==> src/rtl/pfq_pkg.sv <==
package pfq_pkg;
    typedef enum logic {
        KIND_DEMAND   = 1'b0,
        KIND_PREFETCH = 1'b1
    } req_kind_e;

    function automatic int unsigned ptr_w(input int unsigned depth);
        return (depth > 1) ? $clog2(depth) : 1;
    endfunction
endpackage

==> src/rtl/pfq_store.sv <==
module pfq_store #(
    parameter int unsigned DEPTH = 30,
    parameter int unsigned AW    = 32
) (
    input  logic          clk,
    input  logic          rst_n,
    input  logic          push_req,
    input  logic [AW-1:0] push_addr,
    input  logic          pop,
    input  logic          flush,
    input  logic [AW-1:0] lk_addr,
    output logic [AW-1:0] head_addr,
    output logic          empty,
    output logic          lk_match
);
    localparam int unsigned PW = pfq_pkg::ptr_w(DEPTH);
    localparam int unsigned CW = $clog2(DEPTH + 1);

    typedef struct packed {
        logic [DEPTH-1:0]         vld;
        logic [DEPTH-1:0][AW-1:0] addr;
        logic [PW-1:0]            head;
        logic [PW-1:0]            tail;
        logic [CW-1:0]            count;
    } store_t;

    store_t st_q, st_d;

    logic [DEPTH-1:0] dup_vec;
    logic [DEPTH-1:0] lk_vec;

    for (genvar g = 0; g < DEPTH; g++) begin : g_slot
        assign dup_vec[g] = st_q.vld[g] && (st_q.addr[g] == push_addr);
        assign lk_vec[g]  = st_q.vld[g] && (st_q.addr[g] == lk_addr);
    end

    logic full;
    logic push_ok;

    assign full      = (st_q.count == CW'(DEPTH));
    assign empty     = (st_q.count == '0);
    assign head_addr = st_q.addr[st_q.head];
    assign lk_match  = |lk_vec;
    assign push_ok   = push_req && !flush && !full && !(|dup_vec);

    function automatic logic [PW-1:0] nxt(input logic [PW-1:0] p);
        return (p == PW'(DEPTH - 1)) ? '0 : p + PW'(1);
    endfunction

    always_comb begin
        st_d = st_q;
        if (flush) begin
            st_d.vld   = '0;
            st_d.head  = '0;
            st_d.tail  = '0;
            st_d.count = '0;
        end else begin
            if (pop) begin
                st_d.vld[st_q.head] = 1'b0;
                st_d.head           = nxt(st_q.head);
            end
            if (push_ok) begin
                st_d.vld[st_q.tail]  = 1'b1;
                st_d.addr[st_q.tail] = push_addr;
                st_d.tail            = nxt(st_q.tail);
            end
            st_d.count = st_q.count + CW'(push_ok) - CW'(pop);
        end
    end

    always_ff @(posedge clk) begin
        if (!rst_n) begin
            st_q <= '0;
        end else begin
            st_q <= st_d;
        end
    end

    p_no_overflow_r8: assert property (@(posedge clk) disable iff (!rst_n)
        st_q.count <= CW'(DEPTH));

    p_pop_nonempty_r2: assert property (@(posedge clk) disable iff (!rst_n)
        pop |-> (st_q.count != '0));

    p_flush_clears_r10: assert property (@(posedge clk) disable iff (!rst_n)
        flush |=> (st_q.count == '0) && (st_q.vld == '0));

    p_full_holds_r8: assert property (@(posedge clk) disable iff (!rst_n)
        (full && !pop && !flush) |=> full);
endmodule

==> src/rtl/pfq_issue.sv <==
module pfq_issue #(
    parameter int unsigned AW = 32
) (
    input  logic          clk,
    input  logic          rst_n,
    input  logic          dm_valid,
    input  logic [AW-1:0] dm_addr,
    input  logic          q_empty,
    input  logic [AW-1:0] q_head,
    input  logic          flush,
    input  logic          mem_done,
    input  logic [AW-1:0] lk_addr,
    output logic          pop,
    output logic          dm_grant,
    output logic          req_valid,
    output logic [AW-1:0] req_addr,
    output logic          req_is_pf,
    output logic          cpl_valid,
    output logic          cpl_is_pf,
    output logic          lk_hit
);
    import pfq_pkg::*;

    typedef struct packed {
        logic          busy;
        logic [AW-1:0] addr;
        req_kind_e     kind;
    } port_t;

    port_t pt_q, pt_d;

    always_comb begin
        pt_d     = pt_q;
        dm_grant = 1'b0;
        pop      = 1'b0;
        if (pt_q.busy) begin
            if (mem_done) begin
                pt_d.busy = 1'b0;
            end
        end else if (dm_valid) begin
            dm_grant  = 1'b1;
            pt_d.busy = 1'b1;
            pt_d.addr = dm_addr;
            pt_d.kind = KIND_DEMAND;
        end else if (!q_empty && !flush) begin
            pop       = 1'b1;
            pt_d.busy = 1'b1;
            pt_d.addr = q_head;
            pt_d.kind = KIND_PREFETCH;
        end
    end

    always_ff @(posedge clk) begin
        if (!rst_n) begin
            pt_q <= '{busy: 1'b0, addr: '0, kind: KIND_DEMAND};
        end else begin
            pt_q <= pt_d;
        end
    end

    assign req_valid = pt_q.busy;
    assign req_addr  = pt_q.addr;
    assign req_is_pf = (pt_q.kind == KIND_PREFETCH);
    assign cpl_valid = pt_q.busy && mem_done;
    assign cpl_is_pf = req_is_pf;
    assign lk_hit    = pt_q.busy && (pt_q.addr == lk_addr);

    p_hold_request_r5: assert property (@(posedge clk) disable iff (!rst_n)
        (req_valid && !mem_done) |=> req_valid && $stable(req_addr) && $stable(req_is_pf));

    p_release_after_done_r5: assert property (@(posedge clk) disable iff (!rst_n)
        cpl_valid |=> !req_valid);

    p_demand_first_r3: assert property (@(posedge clk) disable iff (!rst_n)
        dm_grant |=> req_valid && !req_is_pf && (req_addr == $past(dm_addr)));

    p_pop_excl_r3: assert property (@(posedge clk) disable iff (!rst_n)
        $onehot0({pop, dm_grant}));
endmodule

==> src/rtl/pfq_top.sv <==
module pfq_top #(
    parameter int unsigned DEPTH = 30,
    parameter int unsigned AW    = 32
) (
    input  logic          clk,
    input  logic          rst_n,
    input  logic          pf_valid,
    input  logic [AW-1:0] pf_addr,
    input  logic          pf_fault,
    input  logic          dm_valid,
    input  logic [AW-1:0] dm_addr,
    output logic          dm_grant,
    input  logic          flush,
    output logic          mem_req_valid,
    output logic [AW-1:0] mem_req_addr,
    output logic          mem_req_is_pf,
    input  logic          mem_done,
    output logic          cpl_valid,
    output logic          cpl_is_pf,
    input  logic [AW-1:0] lk_addr,
    output logic          lk_inflight,
    output logic          lk_queued
);
    logic          q_pop;
    logic          q_empty;
    logic [AW-1:0] q_head;
    logic          pf_ok;

    assign pf_ok = pf_valid && !pf_fault;

    pfq_store #(.DEPTH(DEPTH), .AW(AW)) u_store (
        .clk       (clk),
        .rst_n     (rst_n),
        .push_req  (pf_ok),
        .push_addr (pf_addr),
        .pop       (q_pop),
        .flush     (flush),
        .lk_addr   (lk_addr),
        .head_addr (q_head),
        .empty     (q_empty),
        .lk_match  (lk_queued)
    );

    pfq_issue #(.AW(AW)) u_issue (
        .clk       (clk),
        .rst_n     (rst_n),
        .dm_valid  (dm_valid),
        .dm_addr   (dm_addr),
        .q_empty   (q_empty),
        .q_head    (q_head),
        .flush     (flush),
        .mem_done  (mem_done),
        .lk_addr   (lk_addr),
        .pop       (q_pop),
        .dm_grant  (dm_grant),
        .req_valid (mem_req_valid),
        .req_addr  (mem_req_addr),
        .req_is_pf (mem_req_is_pf),
        .cpl_valid (cpl_valid),
        .cpl_is_pf (cpl_is_pf),
        .lk_hit    (lk_inflight)
    );

    p_fault_not_issued_r4: assert property (@(posedge clk) disable iff (!rst_n)
        (pf_valid && pf_fault && !mem_req_valid && !dm_valid && q_empty)
            |=> !mem_req_valid);

    p_cpl_tag_r11: assert property (@(posedge clk) disable iff (!rst_n)
        cpl_valid |-> (cpl_is_pf == mem_req_is_pf));
endmodule

==> config.mk <==
export PLATFORM = sky130hd
export DESIGN_NAME = pfq_top
export DESIGN_NICKNAME = d
export VERILOG_FILES = /design/src/rtl/pfq_pkg.sv /design/src/rtl/pfq_store.sv /design/src/rtl/pfq_issue.sv /design/src/rtl/pfq_top.sv
export SDC_FILE = /design/constraint.sdc
export NUM_CORES = 2
export LEC_CHECK = 0
export BUFFER_PORTS_ARGS = -buffer_cell sky130_fd_sc_hd__buf_4
export CAP_MARGIN = 20
export CELL_PAD_IN_SITES_DETAIL_PLACEMENT = 1
export CELL_PAD_IN_SITES_GLOBAL_PLACEMENT = 2
export CORE_UTILIZATION = 42
export CTS_CLUSTER_DIAMETER = 120
export DETAILED_ROUTE_END_ITERATION = 8
export PLACE_DENSITY = 0.82
export RECOVER_POWER = 50
export SYNTH_ARGS = -nofsm -noshare
export SYNTH_HDL_FRONTEND = slang
export SYNTH_SLANG_ARGS = --single-unit
==> constraint.sdc <==
create_clock -name clk -period 4.73 [get_ports clk]
set_clock_uncertainty 0.05 [all_clocks]
set_input_delay 0.2365 -clock clk [delete_from_list [all_inputs] [get_ports clk]]
set_output_delay 0.2365 -clock clk [all_outputs]
set_load 0.01 [all_outputs]
==> run summary <==
M3 GR Usage = 21.17%
Slowest-stage cell, CP = dfxtp_1
Final Max Slew Viols = 125
Max frequency = 201.5 MHz
CP Capture Type = register
Cell area after layout = 79290 um2
Failing checks = max-capacitance violations, max-slew violations, negative setup slack
Number of synthesized flops with an enable pin = 0
Crit path DAT = 5540 ps
WP data required = 5310 ps
Period utilization = 104.9%
Main synth FF type = dfxtp_1
Share of cells above drive strength 1 = 17.22%
Kind of critical path = reg -> reg
WP buf/inv = 5
Longest Clk Path Bufs = 3
Clock Power Share = 46.9%
Root Driver = clkbuf_16
Post-DP Area = 75250 um2
Drt pass-1 iters = 6
CP Cell Sequence = xor2_1 -> nor4_1 -> buf_4 -> nand4_1 -> nor3_1 -> buf_4 -> nor4_1 -> buf_4 -> and4_1 -> buf_12 -> nand4_2 -> clkbuf_4 -> mux2i_1
CTS clk-pin slew, worst paths = 60 ps
Worst slew pin tran = 2476 ps
Status = finished, violations left
Die X-Extent = 404.0 um
Port-buffer cells = 141
Hold Crit Class = in -> reg
CORE AREA = 160600 um2
DP Worst Slack = 88.86 ps
GPL Wtd Cong = 1.125
Area of the die = 163200 um2
Met2 Use GR = 72.16%
Initial DRC count = 10960
Comb power frac = 14.5%
GR Overflow Total = 0
Final WS setup = -232.8 ps
Seq/Total Area, Yosys = 30.65%
Initial antenna violation count = 49
I/O Pins = 142
RSZ-0062 raised after global routing = no
Fill count = 17960
Peak VDD IR = 0.0003068 V
Setup violations, final = 682
Drt drc = 0
Post-synth cell types = 54
HPWL after DPL = 329.1 mm
First-pass GRT wire length = 589.4 mm
CTS tree = yes
Final hold vios = 0
Reg power frac = 38.5%
Global Route met1 Usage = 67.59%
Vias/cell = 6.850
Post-Route WL = 448.3 mm
CTS sink cnt = 1039
WL/cell = 46.02 um
Nets@finish = 7577
Postcts setup bufs = 0
Crit-path max cell delay = 790 ps
Critical-path maximum fanout = 11
Number of buffers created by CTS = 120
Worst-Skew Late Latency = 830 ps
Mapped Nets = 7242
Startpoint types = register
Post-DRT Antenna Nets = 0
Largest net degree at the start of global routing = 172
Pwr/cell area = 290.4 nW/um2
P&R area growth vs syn = 16.83%
GRT Total Usage = 53.42%
Pint = 16150 uW
Top Usage Layer GRT = met2
Cell mode on critical path = buf_4
LEAKAGE = 0.03511 uW
Vias in the first global route = 64520
FF+latch count, synth = 1039
Sw Ratio = 29.86%
Site Rows = 147
Max-cap viol count = 2
Syn Std Cell Area = 67870 um2
Switching power total = 6875 uW
Synth warnings = 0
Rel. slew slack = -65.05%
Depth of the CTS H-tree = 3
Ys async rst share = 0%
Fin Setup TNS = -63420 ps
Synth Area per Inst = 9.528 um2
Crit path time final = 4963 ps
Cell family with most CP delay = simple AND/OR/NAND/NOR gates
Syn Inst Count = 7123
Via Count = 66730
Die H = 404.0 um
Initial core utilization = 42.27%
synthesized netlist by cell type (all sizes together), types with 8 or more instances:
library cell  instances  area, um2
dfxtp              1039      20800
nand2              1039       3900
xnor2              1017       8907
mux2i               993       9940
xor2                927       8119
buf                 343       2245
nand4               336       2252
clkbuf              333       1250
nor4                280       1752
mux4                224       5045
a22oi               122      915.9
nand3                94      470.5
a21oi                73      365.4
nor3                 58      290.3
nor2                 54      202.7
o21ai                40      200.2
o211a                33      330.3
inv                  24      90.09
ha                   15      187.7
or3                  14      87.58
and3                  8      50.05
o2111ai               8      70.07
cell type report:
cell class | count | area (um2) | area share, %
clock inverters | 63 | 1033 | 1.303
repair buffers | 889 | 7577 | 9.557
flip-flops and latches | 1039 | 20810 | 26.24
well taps | 2160 | 2703 | 3.409
multi-input cells | 5384 | 43600 | 54.99
diodes | 21 | 52.55 | 0.06628
clock buffers | 162 | 3422 | 4.316
inverters | 24 | 90.09 | 0.1136
worst paths after layout:
| check | start | endpoint | slack [ps] | cells past startpoint |
|---|---|---|---|---|
| worst min-delay path | dm_valid | u_issue.req_addr[20]$_SDFFE_PN0P_ | 70 | 4 |
| worst max register to register | register | register | -230 | 13 |
| worst min register to register | u_store.st_q[982]$_SDFF_PP0_ | u_store.st_q[982]$_SDFF_PP0_ | 460 | 2 |
| worst max-delay path | register | register | -230 | 13 |
cells in the final DEF (no fill, tap or decap), drive strengths merged, types with 4 or more instances in the layout:
cell type and instances:
dfxtp 1039, nand2 1039, xnor2 1017, mux2i 993, xor2 927, buf 772, nand4 336, nor4 280
clkbuf 242, mux4 224, a22oi 122, nand3 94, a21oi 73, nor3 58, nor2 54, o21ai 40
dlygate4sd3 37, o211a 33, clkinv 31, inv 26, bufinv 24, diode 21, ha 15, or3 14
and3 8, o2111ai 8, clkinvlp 6, nand2b 6, and2 5, a221oi 4
cells by family (layout without fill, tap and decap cells):
logic type / count (synthesis) / count (layout) / share of synthesized area (%)
adder cells (fa/ha/maj): 16 / 16 / 0.3060
buffers and inverters: 700 / 1138 / 5.282
other: 0 / 21 / 0
AND/OR/NAND/NOR: 1912 / 1912 / 13.58
XOR/XNOR: 1944 / 1944 / 25.09
flip-flops: 1039 / 1039 / 30.65
multiplexers: 1217 / 1217 / 22.08
AO/OA/AOI/OAI: 295 / 295 / 3.013
power groups by stage:
stage	clock (uW)	combinational, uW	sequential (uW)
after floorplan	0	1550	9050
after global placement	0	3120	9060
after detailed placement	0	3130	9070
after CTS	10800	3180	8870
after global routing	11100	3280	8870
final	10800	3340	8870
per-layer routing:
metal / vias to the layer above / part of all wire [%]
met3: 1706 / 14
met4: 36 / 9.2
met5: - / 0.056
met1: 33870 / 38
li1: 25290 / -
met2: 5824 / 39
worst min-delay path, delay by kind of cell:
family                 cells  cell delay (ps)
AOI/OAI and AO/OA          2              320
and+or+nand+nor            1               70
buffers and inverters      1              240
stage by stage:
step / total power (uW) / utilization, % / hold slack, ps / std cells
after floorplan: 10600 / - / 396.1 / 7123
after global routing: 23270 / 49.35 / 87.83 / 9721
after global placement: 12190 / 46.86 / 437.6 / 9457
after detailed placement: 12200 / 46.87 / 453.0 / 9458
final: 23020 / 49.38 / 66.63 / 9742
after CTS: 22860 / 49.87 / 38.22 / 9720
what timing repair did:
item	4_1_cts	5_1_grt
gates resized for setup	0	0
hold buffers	37	0
endpoints found under the hold margin	57	0
(Power assumes the default switching activity.)
